**src/rtl/kbd_mailbox_pkg.sv**
```systemverilog
package kbd_mailbox_pkg;
  // Status byte positions; host software and controller firmware both decode these.
  localparam int unsigned ST_OBF  = 0;
  localparam int unsigned ST_IBF  = 1;
  localparam int unsigned ST_F0   = 2;
  localparam int unsigned ST_CMD  = 3;
  localparam int unsigned ST_GP_LO = 4;
endpackage

```
**src/rtl/kbm_flag_cell.sv**
```systemverilog
// One full/empty flag written from two sides; a set beats a clear.
module kbm_flag_cell (
  input  logic clk,
  input  logic rst,
  input  logic set_i,
  input  logic clr_i,
  output logic nxt_o,
  output logic q_o
);
  always_comb begin
    nxt_o = q_o;
    if (clr_i) nxt_o = 1'b0;
    if (set_i) nxt_o = 1'b1;
  end

  always_ff @(posedge clk) begin
    if (rst) q_o <= 1'b0;
    else     q_o <= nxt_o;
  end
endmodule

```
**src/rtl/kbm_byte_reg.sv**
```systemverilog
// Loadable data holding register.
module kbm_byte_reg #(
  parameter int unsigned W = 8
) (
  input  logic         clk,
  input  logic         rst,
  input  logic         load_i,
  input  logic [W-1:0] d_i,
  output logic [W-1:0] q_o
);
  always_ff @(posedge clk) begin
    if (rst)         q_o <= '0;
    else if (load_i) q_o <= d_i;
  end
endmodule

```
**src/rtl/kbm_host_port.sv**
```systemverilog
// Host address decode and registered read mux.
module kbm_host_port #(
  parameter int unsigned ADDR_W   = 8,
  parameter int unsigned DATA_W   = 8,
  parameter int unsigned DATA_OFS = 'h60,
  parameter int unsigned CMD_OFS  = 'h64
) (
  input  logic              clk,
  input  logic              rst,
  input  logic [ADDR_W-1:0] addr_i,
  input  logic              wr_i,
  input  logic              rd_i,
  input  logic [DATA_W-1:0] obuf_i,
  input  logic [DATA_W-1:0] status_i,
  output logic              wr_hit_o,
  output logic              wr_cmd_o,
  output logic              rd_data_o,
  output logic [DATA_W-1:0] rdata_o
);
  localparam logic [ADDR_W-1:0] A_DATA = ADDR_W'(DATA_OFS);
  localparam logic [ADDR_W-1:0] A_CMD  = ADDR_W'(CMD_OFS);

  logic at_data, at_cmd;
  assign at_data   = (addr_i == A_DATA);
  assign at_cmd    = (addr_i == A_CMD);
  assign wr_hit_o  = wr_i && (at_data || at_cmd);
  assign wr_cmd_o  = wr_i && at_cmd;
  assign rd_data_o = rd_i && at_data;

  always_ff @(posedge clk) begin
    if (rst) begin
      rdata_o <= '0;
    end else if (rd_i) begin
      if (at_data)     rdata_o <= obuf_i;
      else if (at_cmd) rdata_o <= status_i;
      else             rdata_o <= '0;
    end
  end
endmodule

```
**src/rtl/kbd_mailbox.sv**
```systemverilog
module kbd_mailbox
  import kbd_mailbox_pkg::*;
#(
  parameter int unsigned ADDR_W   = 8,
  parameter int unsigned DATA_W   = 8,
  parameter int unsigned DATA_OFS = 'h60,
  parameter int unsigned CMD_OFS  = 'h64,
  localparam int unsigned GP_W    = DATA_W - ST_GP_LO
) (
  input  logic              clk,
  input  logic              rst,
  input  logic [ADDR_W-1:0] host_addr,
  input  logic              host_wr,
  input  logic              host_rd,
  input  logic [DATA_W-1:0] host_wdata,
  output logic [DATA_W-1:0] host_rdata,
  input  logic              host_irq_en,
  output logic              host_irq,
  input  logic              kc_obuf_wr,
  input  logic [DATA_W-1:0] kc_obuf_data,
  input  logic              kc_ibuf_rd,
  output logic [DATA_W-1:0] kc_ibuf_data,
  output logic [DATA_W-1:0] kc_status,
  input  logic              kc_f0_clr,
  input  logic              kc_f0_tgl,
  input  logic              kc_gp_wr,
  input  logic [GP_W-1:0]   kc_gp_data,
  input  logic              kc_ibf_irq_en,
  output logic              kc_ibf_irq
);
  logic wr_hit, wr_cmd, rd_data;
  logic obf_q, obf_nxt, ibf_q, ibf_nxt;
  logic f0_q, cmd_q;
  logic [GP_W-1:0]   gp_q;
  logic [DATA_W-1:0] obuf_q;

  assign kc_status = {gp_q, cmd_q, f0_q, ibf_q, obf_q};

  kbm_host_port #(
    .ADDR_W(ADDR_W), .DATA_W(DATA_W), .DATA_OFS(DATA_OFS), .CMD_OFS(CMD_OFS)
  ) u_port (
    .clk(clk), .rst(rst), .addr_i(host_addr), .wr_i(host_wr), .rd_i(host_rd),
    .obuf_i(obuf_q), .status_i(kc_status),
    .wr_hit_o(wr_hit), .wr_cmd_o(wr_cmd), .rd_data_o(rd_data), .rdata_o(host_rdata)
  );

  kbm_flag_cell u_obf (
    .clk(clk), .rst(rst), .set_i(kc_obuf_wr), .clr_i(rd_data),
    .nxt_o(obf_nxt), .q_o(obf_q)
  );

  kbm_flag_cell u_ibf (
    .clk(clk), .rst(rst), .set_i(wr_hit), .clr_i(kc_ibuf_rd),
    .nxt_o(ibf_nxt), .q_o(ibf_q)
  );

  kbm_byte_reg #(.W(DATA_W)) u_obuf (
    .clk(clk), .rst(rst), .load_i(kc_obuf_wr), .d_i(kc_obuf_data), .q_o(obuf_q)
  );

  kbm_byte_reg #(.W(DATA_W)) u_ibuf (
    .clk(clk), .rst(rst), .load_i(wr_hit), .d_i(host_wdata), .q_o(kc_ibuf_data)
  );

  always_ff @(posedge clk) begin
    if (rst) begin
      cmd_q      <= 1'b0;
      f0_q       <= 1'b0;
      gp_q       <= '0;
      host_irq   <= 1'b0;
      kc_ibf_irq <= 1'b0;
    end else begin
      if (wr_hit)         cmd_q <= wr_cmd;
      if (kc_f0_clr)      f0_q  <= 1'b0;
      else if (kc_f0_tgl) f0_q  <= ~f0_q;
      if (kc_gp_wr)       gp_q  <= kc_gp_data;
      host_irq   <= host_irq_en & obf_nxt;
      kc_ibf_irq <= kc_ibf_irq_en & ibf_nxt;
    end
  end
endmodule

```
**config.mk**
```make
export PLATFORM = sky130hd
export DESIGN_NAME = kbd_mailbox
export DESIGN_NICKNAME = d
export VERILOG_FILES = /design/src/rtl/kbd_mailbox_pkg.sv /design/src/rtl/kbm_flag_cell.sv /design/src/rtl/kbm_byte_reg.sv /design/src/rtl/kbm_host_port.sv /design/src/rtl/kbd_mailbox.sv
export SDC_FILE = /design/constraint.sdc
export NUM_CORES = 1
export LEC_CHECK = 0
export BUFFER_PORTS_ARGS = -buffer_cell sky130_fd_sc_hd__buf_2
export CELL_PAD_IN_SITES_DETAIL_PLACEMENT = 1
export CELL_PAD_IN_SITES_GLOBAL_PLACEMENT = 1
export CORE_MARGIN = 5
export CORE_UTILIZATION = 33
export CTS_CLUSTER_SIZE = 24
export DETAILED_ROUTE_END_ITERATION = 8
export PLACE_DENSITY = 0.76
export SKIP_CTS_REPAIR_TIMING = 1
export SLEW_MARGIN = 5
export SYNTH_ARGS = -nofsm -noshare
export SYNTH_HDL_FRONTEND = slang
export SYNTH_SLANG_ARGS = --single-unit
```
**constraint.sdc**
```tcl
create_clock -name clk -period 1.7 [get_ports clk]
set_input_delay 0.255 -clock clk [delete_from_list [all_inputs] [get_ports clk]]
set_output_delay 0.255 -clock clk [all_outputs]
set_load 0.02 [all_outputs]
```
==> impl_metrics.toml <==
[setup_path]
crit_required_ps = 1870
max_stage_delay_ps = 630
cp.arrival_ps = 1600
cp_max_fo = 10
rr_worst_depth = 2
start_kind = "primary input"
crit_family = "simple AND/OR/NAND/NOR gates"
r2r_start = "gp_q[2]"
path_class = "primary input to flip-flop"
cp_slowest_cell = "or4_1"
critical_path_buf_inv_count = 1
critical_path.endpoint_type = "flip-flop"
crit_start = "host_addr[4]"
r2r_setup_slack_ps = 900
path_cells = "buf_2 > nand4bb_1 > or4_1 > o311a_1"
worst-path-stages = 4

[cts]
cts.htree.levels = 2
clock_latency_ps = 280
numCtsBuffers = 5
clockRootBuffer = "clkbuf_8"
clkTransAtPathRegs_ps = 70
ctsLongestPathBuffers = 2
cts_sinks = 34
cts_tree = "done"

[finish]
multiInputGateArea_um2 = 616
fillers = 491
layout.cells.non_filler = 251
seq_area_um2 = 681
final_nets = 239
layout_common_cells = "buf_2 (64), dfxtp_1 (34), mux2i_1 (29), nand2_1 (27), nor2_1 (14)"
antenna_cells = 0
final_area_um2 = 1820
area.growth.synth_to_final_pct = 32.7
drive_gt1_frac = 0.383
layout_commonest_cell = "buf_2"

[grt]
grt_max_degree = 21
antenna_found_initial = 0
grt_pass1_vias = 1361
track_usage = 0.147
grt_pass1_wl_um = 6220
grt_overflow_total = 0

[run]
cap_violations = 0

[floorplanning]
initial_core_util = 0.340
die_w_um = 74.5
dieArea_um2 = 5550
ios = 65
fp.coreArea_um2 = 4030
die_y_um = 74.5
row_count = 23

[detailed_routing]
drt_iter0_markers = 118
drc = 0
ant_nets = 0
drt_pass1_iterations = 2
wire_per_inst_um = 15.2
via_per_inst = 4.86
vias = 1221
wirelength_um = 3820

[placement]
placedCellCount = 243
place.gp.congestion = 0.707
dp_hpwl_um = 3010
io_buffers = 64
pre_cts_ws_ps = -23.1
dpl_cell_area_um2 = 1710

[sta]
relSlewSlack = 0.755
period_share = 0.843
rsz0062_at_grt = "no"
worst_slack_ps = 268
fmax_mhz = 698
finalCriticalPeriod_ps = 1430
worst_pin_slew_ps = 367
skew_ps = 7.43
whs_ps = 135
finalHoldViolations = 0
slew_violations = 0
setup_viol = 0

[power_and_ir_drop]
irDropWorstVdd_v = 0.000418
power_mw = 1.68
power.density_nw_per_um2 = 926
cellLeakagePower_nw = 0.879

[yosys]
synth_warnings = 0
synth_cell_types = 21
syn-num-nets = 178
syn_area_um2 = 1370
synthCells = 139
syn-mean-instance-area_um2 = 9.87
ys_ff_latch = 34
ys_seq_area_frac = 0.496

[hold_path]
hold-path-cell-count = 2
hp-start = "kc_f0_clr"
hold_class = "primary input to flip-flop"

[status]
outcome = "completed"
-- per-stage QoR --
stage	utilization	TNS, ps
CTS	0.452	0
global route	0.452	0
floorplan	-	0
detailed placement	0.424	-33.2
global placement	0.424	0
finish	0.452	0
-- layout make-up --
cell class                 instances  area share
clock buffer                       8      0.0605
inverter                           2     0.00413
multi-input combinational         90       0.338
sequential                        34       0.374
tap                               50      0.0344
timing repair buffer              67       0.188
-- logic make-up after synthesis --
logic type | count (synthesis) | share of synthesized area
AO/OA/AOI/OAI | 12 | 0.0785
flip-flops | 34 | 0.496
XOR/XNOR | 1 | 0.00639
AND/OR/NAND/NOR | 48 | 0.148
multiplexers | 29 | 0.212
buffers and inverters | 15 | 0.0593
-- where the power goes --
part           internal (mW)  switching (mW)
Sequential             0.818          0.0139
Combinational         0.0770          0.0878
Clock                  0.409           0.278
-- sequential cells by signal, summed over array words and instances (netlist names) --
register        cells
u_port.rdata_o      8
u_obuf.q_o          8
u_ibf.q_o           1
gp_q                4
u_obf.q_o           1
kc_ibf_irq          1
u_ibuf.q_o          8
host_irq            1
f0_q                1
cmd_q               1
-- cells in the mapped netlist --
cell type	count	share of area
nor2b_1	1	0.0046
xnor2_1	1	0.0064
or4_1	1	0.0055
o311a_1	1	0.0073
nor4_1	1	0.0046
dfxtp_1	34	0.50
o31a_2	1	0.0073
mux2i_1	29	0.21
o211a_1	1	0.0073
nor3_1	1	0.0036
clkbuf_1	6	0.016
buf_4	4	0.022
buf_2	2	0.0073
buf_6	1	0.0082
nand2_1	27	0.074
nand2b_1	2	0.0091
o21a_1	1	0.0055
nand4bb_1	1	0.0082
o32ai_1	8	0.051
inv_1	2	0.0055
nor2_1	14	0.038
-- path summary, 6_finish.rpt --
check,end
worst min register to register,u_ibuf.q_o[0]
worst max-delay path,host_irq
worst min-delay path,f0_q
worst max register to register,u_port.rdata_o[6]
-- routing by layer --
layer / global-route usage / vias up / share of wire
li1: - / 593 / -
met1: 0.164 / 573 / 0.39
met2: 0.249 / 46 / 0.50
met3: 0.0514 / 9 / 0.090
met4: 0.0731 / 0 / 0.021
met5: 0 / - / 0
(Power assumes the default switching activity.)
